===== src/rtl/pkt_write_framer.sv =====
module pkt_write_framer #(
  parameter int MAX_WORDS = 16,
  parameter int WORDS_PER_PKT = 8,
  parameter logic [7:0] OPCODE = 8'h01,
  parameter logic [7:0] TAG_BASE = 8'h44,
  localparam int CNT_W = $clog2(MAX_WORDS + 1),
  localparam int IDX_W = $clog2(MAX_WORDS)
) (
  input  logic             clk,
  input  logic             rst_n,
  input  logic             start,
  input  logic [CNT_W-1:0] word_count,
  output logic             busy,
  output logic             done,
  output logic             done_err,
  output logic [IDX_W-1:0] rd_idx,
  input  logic [31:0]      rd_data,
  output logic [7:0]       out_data,
  output logic             out_valid,
  input  logic             out_ready,
  output logic             out_last,
  input  logic             rsp_valid,
  input  logic             rsp_err
);
  localparam int SI_W = $clog2(WORDS_PER_PKT + 1);

  typedef enum logic [1:0] {S_IDLE, S_HDR, S_SLOT, S_WAIT} state_t;

  state_t           state;
  logic [CNT_W-1:0] total, widx;
  logic [SI_W-1:0]  si;
  logic [2:0]       sb;
  logic [7:0]       slot_byte, tag;
  logic             last_word, pkt_full, fire;

  assign tag       = TAG_BASE + 8'(widx);
  assign last_word = widx == total - CNT_W'(1);
  assign pkt_full  = si == SI_W'(WORDS_PER_PKT - 1);
  assign out_valid = state == S_HDR || state == S_SLOT;
  assign fire      = out_valid && out_ready;
  assign out_last  = state == S_SLOT && sb == 3'd6 && (last_word || pkt_full);
  assign rd_idx    = widx[IDX_W-1:0];
  assign busy      = state != S_IDLE;

  always_comb begin
    case (sb)
      3'd0, 3'd1, 3'd2, 3'd3: slot_byte = rd_data[8*sb +: 8];
      3'd6:                   slot_byte = tag;
      default:                slot_byte = 8'h00;
    endcase
  end

  assign out_data = (state == S_HDR) ? OPCODE : slot_byte;

  always_ff @(posedge clk) begin
    if (!rst_n) begin
      state    <= S_IDLE;
      total    <= '0;
      widx     <= '0;
      si       <= '0;
      sb       <= '0;
      done     <= 1'b0;
      done_err <= 1'b0;
    end else begin
      done     <= 1'b0;
      done_err <= 1'b0;
      case (state)
        S_IDLE: if (start) begin
          if (word_count == '0) begin
            done <= 1'b1;
          end else if (word_count > CNT_W'(MAX_WORDS)) begin
            done     <= 1'b1;
            done_err <= 1'b1;
          end else begin
            total <= word_count;
            widx  <= '0;
            state <= S_HDR;
          end
        end
        S_HDR: if (fire) begin
          si    <= '0;
          sb    <= '0;
          state <= S_SLOT;
        end
        S_SLOT: if (fire) begin
          if (sb == 3'd6) begin
            sb   <= '0;
            widx <= widx + CNT_W'(1);
            si   <= si + SI_W'(1);
            if (out_last) state <= S_WAIT;
          end else begin
            sb <= sb + 3'd1;
          end
        end
        S_WAIT: if (rsp_valid) begin
          if (rsp_err) begin
            done     <= 1'b1;
            done_err <= 1'b1;
            state    <= S_IDLE;
          end else if (widx == total) begin
            done  <= 1'b1;
            state <= S_IDLE;
          end else begin
            state <= S_HDR;
          end
        end
        default: state <= S_IDLE;
      endcase
    end
  end
endmodule


===== config.mk =====
export PLATFORM = sky130hd
export DESIGN_NAME = pkt_write_framer
export DESIGN_NICKNAME = d
export VERILOG_FILES = /design/src/rtl/pkt_write_framer.sv
export SDC_FILE = /design/constraint.sdc
export NUM_CORES = 1
export LEC_CHECK = 0
export ABC_AREA = 1
export BUFFER_PORTS_ARGS = -buffer_cell sky130_fd_sc_hd__buf_2
export CORE_ASPECT_RATIO = 1.2
export CORE_MARGIN = 4
export CORE_UTILIZATION = 45
export DETAILED_ROUTE_END_ITERATION = 8
export GPL_TIMING_DRIVEN = 0
export HOLD_SLACK_MARGIN = 0.03
export PLACE_DENSITY = 0.74
export SYNTH_ARGS = -nofsm -noshare
export SYNTH_HDL_FRONTEND = slang
export SYNTH_SLANG_ARGS = --single-unit

===== constraint.sdc =====
create_clock -name clk -period 1.7 [get_ports clk]
set_clock_uncertainty 0.2 [all_clocks]
set_input_delay 0.085 -clock clk [delete_from_list [all_inputs] [get_ports clk]]
set_output_delay 0.085 -clock clk [all_outputs]
set_load 0.01 [all_outputs]

==> flow_summary_export.csv, run 1 <==
group,metric,value,unit
outcome,status,"complete, but fails checks",
outcome,violations,"setup timing",
worst_setup_path,rr_endpoint,"state[1]",
drt,drt_first_pass_iters,4,
synth,ys_dominant_reg_cell,"dfxtp_1",
synth,synth_top_area_cell,"dfxtp_1",
power_and_ir_drop,ir_worst_vdd,1.122,mV
drt,drt_iter0_drc,117,
sta,setup_viol,18,
floorplan,fp.dieW,64.18,um
worst_setup_path,rr_worst_depth,16,
floorplan,io_pins,60,
min_path,hp-start,"rsp_valid",
sta,relSlewSlack,69.02,%
floorplan,chipHeight,75.41,um
cells_and_area,final_layout_size_suffix_gt1_share,49.32,%
synth,yosys_warnings,0,
sta,fin_tns_setup,-2393,ps
cells_and_area,area_growth_syn_to_layout,61.45,%
worst_setup_path,critical_path_class,"reg -> out",
floorplan,core,3633,um2
cts,cts_buffer_depth,2,
synth,synth.area.top_cells,"dfxtp_1 (25%), nand2_1 (13%), ha_1 (8.1%), nor2_1 (7.7%), o21ai_0 (7.6%)",
synth,synth_common_cells,"nand2_1 (60), nor2_1 (35), inv_1 (33), o21ai_0 (26), dfxtp_1 (21)",
cts,clkTransAtPathRegs,90,ps
cells_and_area,final_nets,422,
run,cap_violations,0,
synth,synth_cell_types,34,
global_routing,antenna_found_initial,0,
global_routing,overflow,0,
sta,slew_viol_final,0,
place,port-buffer-count,59,
min_path,holdCritPathClass,"in -> reg",
worst_setup_path,timing.rr.start,"total[0]",
synth,avgSynthCellArea,6.359,um2
global_routing,grt_max_degree,12,
cells_and_area,n_antenna_cell,0,
cts,worstSkewPairLatency,270,ps
sta,setup_slack,-253.5,ps
min_path,holdPathStages,5,
drt,drc,0,
worst_setup_path,r2r_slack,-160,ps
sta,timing.final.crit_share,114.9,%
worst_setup_path,worst_setup_path_end_kind,"output pin",
synth,synth_top_area_share,24.67,%
synth,syn-num-nets,322,
drt,wire_per_inst,13.87,um
synth,ys_ff_latch,21,
cts,cts_tree,"built",
place,hpwl,3.618,mm
sta,fmax,511.9,MHz
global_routing,grt_pass1_wl,8.804,mm
synth,netlist_instances,268,
floorplan,start_util,46.90,%
synth,synth_most_common_cell,"nand2_1",
power_and_ir_drop,leakagePower,1.287,nW
cts,cts_sinks,21,
sta,rsz0062_at_grt,"yes",
cells_and_area,final_cell_area,2751,um2
synth,async_flop_share,0,%
floorplan,rows,24,
drt,detail-route-antenna-nets,0,
floorplan,die_area,4839,um2
min_path,min_delay_worst_endpoint,"done_err",
global_routing,grt_usage,22.65,%
sta,finalHoldViolCount,0,
synth,synth_edf_count,0,
drt,viasPerCell,5.229,
power_and_ir_drop,cellPowerDensity,1038,nW/um2
cts,numCtsBuffers,3,
worst_setup_path,critPathMaxFanout,2,
worst_setup_path,worstPathArrival,1670,ps
cts,h-tree-depth,1,
sta,min_period,1953,ps
cts,root_buffer,"clkbuf_8",
sta,tightest_slew,464.7,ps
place,gp_congestion,0.8475,
global_routing,grt_pass1_vias,2075,
drt,wirelength,5.810,mm
synth,synth_area,1704,um2
place,placed_cell_area,2105,um2
drt,vias,2191,
power_and_ir_drop,power.total,2.857,mW
synth,seq_area_frac_synth,24.67,%
worst_setup_path,required,1410,ps
worst_setup_path,crit_path_start_kind,"flop",
-- per-layer routing --
layer	track usage (%)	share of wire, %
met3	3.982	6.1
met4	11.27	3.8
met5	0	0
met2	42.48	52
met1	24.82	38
-- flip-flops by register name, summed over array words and instances, names as in the netlist --
register  flops
total         5
widx          5
si            4
sb            3
state         2
done          1
done_err      1
-- placed cells by master (no fill, tap or decap), types with 4 or more instances in the layout --
cell           instances
a21oi_1               12
a21oi_2                7
a22oi_2               10
buf_2                 59
buf_4                 30
buf_6                  4
clkbuf_8               4
dfxtp_1               13
dfxtp_2                4
dfxtp_4                4
dlygate4sd3_1          7
ha_1                   6
ha_4                   5
inv_1                 23
inv_2                 10
nand2_1               48
nand2_2               11
nand3_1                9
nor2_1                32
o21ai_0               17
o21ai_2                7
-- worst max-delay path, cell delays in order (launching register included) --
cell and delay, ps:
dfxtp_2 370, inv_4 50, ha_4 260, inv_2 30
nand2_2 60, nand2_2 40, nor2_1 80, nand2_1 50
nor2_1 80, nand2_1 80, nand2_1 80, nand2_2 60
inv_1 50, buf_2 120
-- worst max path at each step --
stage	end	cells after the start	slack [ps]	start
after floorplan	si[3]	12	-60	state[1]
after global placement	widx[2]	10	-320	word_count[3]
after detailed placement	widx[2]	10	-350	word_count[3]
after CTS	out_last	13	-210	total[1]
after global routing	out_last	13	-360	total[0]
final	out_last	13	-250	total[0]
-- logic make-up after synthesis --
family | count (synthesis) | synth area share (%)
xor+xnor | 3 | 1.542
simple gates | 120 | 30.84
flops | 21 | 24.67
fa+ha+maj | 11 | 8.076
compound gates | 66 | 23.50
buf+inv | 47 | 11.38
-- stage by stage --
stage,hold WS [ps],setup slack (ps),std cells,utilization (%)
6_report,75.30,-253.5,419,75.72
5_1_grt,82.49,-362.4,419,75.72
4_1_cts,47.59,-208.0,414,71.14
3_5_place_dp,203.2,-350.5,379,57.92
3_3_place_gp,193.0,-315.8,379,57.92
2_1_floorplan,27.19,-59.74,268,-
-- where the power goes --
| part | internal [mW] | switching [mW] | leakage [nW] |
|---|---|---|---|
| Clock | 0.167 | 0.167 | 0.0228 |
| Combinational | 0.838 | 1.04 | 1.09 |
| Sequential | 0.568 | 0.0801 | 0.175 |
-- layout make-up --
type	count	area [um2]
Buffer	8	70.07
Clock buffer	4	45.04
Fill cell	257	882.1
Inverter	39	168.9
Multi-Input combinational cell	200	1359
Sequential cell	21	440.4
Tap cell	52	65.06
Timing Repair Buffer	95	603.1
-- timing repair --
action / 4_1_cts / 5_1_grt
gates resized for setup: 62 / 35
hold endpoints to repair: 14 / 0
hold buffers: 7 / 0
endpoints found under the setup margin: 21 / 21
pin swaps: 14 / 16
setup buffers: 24 / 5
(Power assumes the default switching activity.)
==> run 2: changes to the inputs <==
- PLACE_DENSITY: 0.74 -> default
- PLACE_DENSITY_LB_ADDON: default -> 0.25
==> flow_summary_export.csv, run 2 (synthesis gave the netlist of run 1 again) <==
group,metric,value,unit
global_routing,grt_max_degree,12,
sta,min_period,1967,ps
cells_and_area,final_layout_size_suffix_gt1_share,45.80,%
cells_and_area,layout_commonest_cell,"buf_2",
power_and_ir_drop,cellPowerDensity,1016,nW/um2
sta,setup_slack,-267.5,ps
floorplan,chipHeight,75.41,um
global_routing,grt_usage,21.84,%
worst_setup_path,critical_path_class,"reg -> out",
worst_setup_path,worst_setup_path_end_kind,"output pin",
cells_and_area,multiInputGateArea,1340,um2
sta,relSlewSlack,70.75,%
cells_and_area,n_antenna_cell,0,
cts,cts_buffer_depth,2,
drt,drt_first_pass_iters,4,
cts,numCtsBuffers,3,
cells_and_area,final_nets,424,
place,port-buffer-count,59,
sta,setup_viol,17,
place,pre_cts_ws,-342.7,ps
floorplan,core,3633,um2
worst_setup_path,crit_path_start_kind,"flop",
drt,drc,0,
floorplan,die_area,4839,um2
worst_setup_path,path_cells,"inv_4, ha_4, inv_2, nand2_1, nand2_1, nor2_1, nand2_1, nor2_1, nand2_1, nand2_1, nand2_2, inv_1, buf_2",
sta,rsz0062_at_grt,"yes",
cts,worstSkewPairLatency,260,ps
power_and_ir_drop,leakagePower,1.307,nW
drt,wire_per_inst,13.40,um
cells_and_area,area_growth_syn_to_layout,63.14,%
global_routing,grt_pass1_wl,8.431,mm
cells_and_area,seqCellArea,440.4,um2
floorplan,fp.dieW,64.18,um
worst_setup_path,worst_path_max_delay_cell,"dfxtp_2",
worst_setup_path,crit_top_cell,"nand2_1",
outcome,status,"complete, but fails checks",
global_routing,antenna_found_initial,0,
global_routing,grt_pass1_vias,1933,
worst_setup_path,cp_top_family,"simple AND/OR/NAND/NOR gates",
floorplan,start_util,46.90,%
worst_setup_path,worstPathArrival,1680,ps
drt,vias,2156,
drt,wirelength,5.640,mm
place,hpwl,3.571,mm
worst_setup_path,crit_buf_inv,4,
place,gp_congestion,0.8009,
cells_and_area,layout_common_cells,"buf_2 (58), nand2_1 (54), nor2_1 (33), buf_4 (28), inv_1 (23)",
drt,detail-route-antenna-nets,0,
worst_setup_path,critPathMaxFanout,2,
sta,tightest_slew,438.8,ps
cells_and_area,fill_cells,245,
cts,cts_tree,"built",
run,cap_violations,0,
cts,root_buffer,"clkbuf_8",
min_path,holdCritPathClass,"in -> reg",
power_and_ir_drop,ir_worst_vdd,1.261,mV
drt,drt_iter0_drc,187,
global_routing,overflow,0,
sta,finalHoldViolCount,0,
sta,whs,61.55,ps
cts,h-tree-depth,1,
drt,viasPerCell,5.121,
outcome,violations,"setup timing",
cts,clkTransAtPathRegs,80,ps
sta,slew_viol_final,0,
cells_and_area,utilization,76.52,%
floorplan,io_pins,60,
floorplan,rows,24,
cts,cts_sinks,21,
sta,fmax,508.3,MHz
worst_setup_path,required,1410,ps
cells_and_area,top_regs,"total x5, widx x5, si x4",
worst_setup_path,max_stage_delay,350,ps
sta,timing.final.crit_share,115.7,%
-- run 2: cell count changes in the layout (fill, tap and decap cells not counted), moves of 3 or more --
cell / previous run / this run
inv_2: 10 / 7
a22oi_2: 10 / 6
a22oi_1: 2 / 6
nand2_1: 48 / 54
nand2_2: 11 / 5
o21ai_2: 7 / 4
buf_6: 4 / 8
-- run 2: per-layer routing --
metal	share of wire, %	up-vias	track usage (%)
li1	-	1084	-
met1	40	980	25.20
met2	52	75	41.33
met3	5.5	17	2.950
met4	2.5	0	8.216
met5	0	-	0
-- run 2: cell type report --
cell class | count | area share [%]
Clock buffer | 4 | 1.620
Inverter | 39 | 6.526
Sequential cell | 21 | 15.84
Tap cell | 52 | 2.340
Multi-Input combinational cell | 200 | 48.20
Timing Repair Buffer | 97 | 22.95
Buffer | 8 | 2.520
-- run 2: where the power goes --
| group | switching [mW] | internal [mW] | leakage (nW) |
|---|---|---|---|
| registers | 0.0743 | 0.567 | 0.175 |
| logic | 1.01 | 0.835 | 1.11 |
| clock network | 0.170 | 0.167 | 0.0228 |
| total | 1.26 | 1.57 | 1.31 |
-- run 2: worst paths after layout --
check,start,end,slack [ps],cells after the start
setup / recovery,total[1],out_last,-270,13
hold / removal,rsp_err,state[0],60,6
setup reg to reg,total[1],state[1],-170,16
hold reg to reg,si[1],si[1],310,2
-- run 2: what timing repair did --
action / 4_1_cts / 5_1_grt
hold endpoints to repair: 15 / 0
setup buffers: 25 / 6
endpoints found under the setup margin: 20 / 20
hold buffers: 8 / 0
gates resized for setup: 54 / 39
pin swaps: 12 / 15
-- run 2: per-stage QoR --
step                cell area [um2]  setup TNS [ps]  power (mW)  instances
floorplan                      1744          -93.26       1.558        268
detailed placement             2105           -4354       1.894        379
global route                   2780           -4454       3.036        421
global placement               2105           -4189       1.882        379
finish                         2780           -2472       2.826        421
CTS                            2601           -2014       2.575        416
-- run 2: tightest hold or removal path, stage by stage --
cell	delay [ps]
buf_2	70
inv_1	50
nand3_1	70
o21ai_0	70
nor2_1	100
nor2_1	50
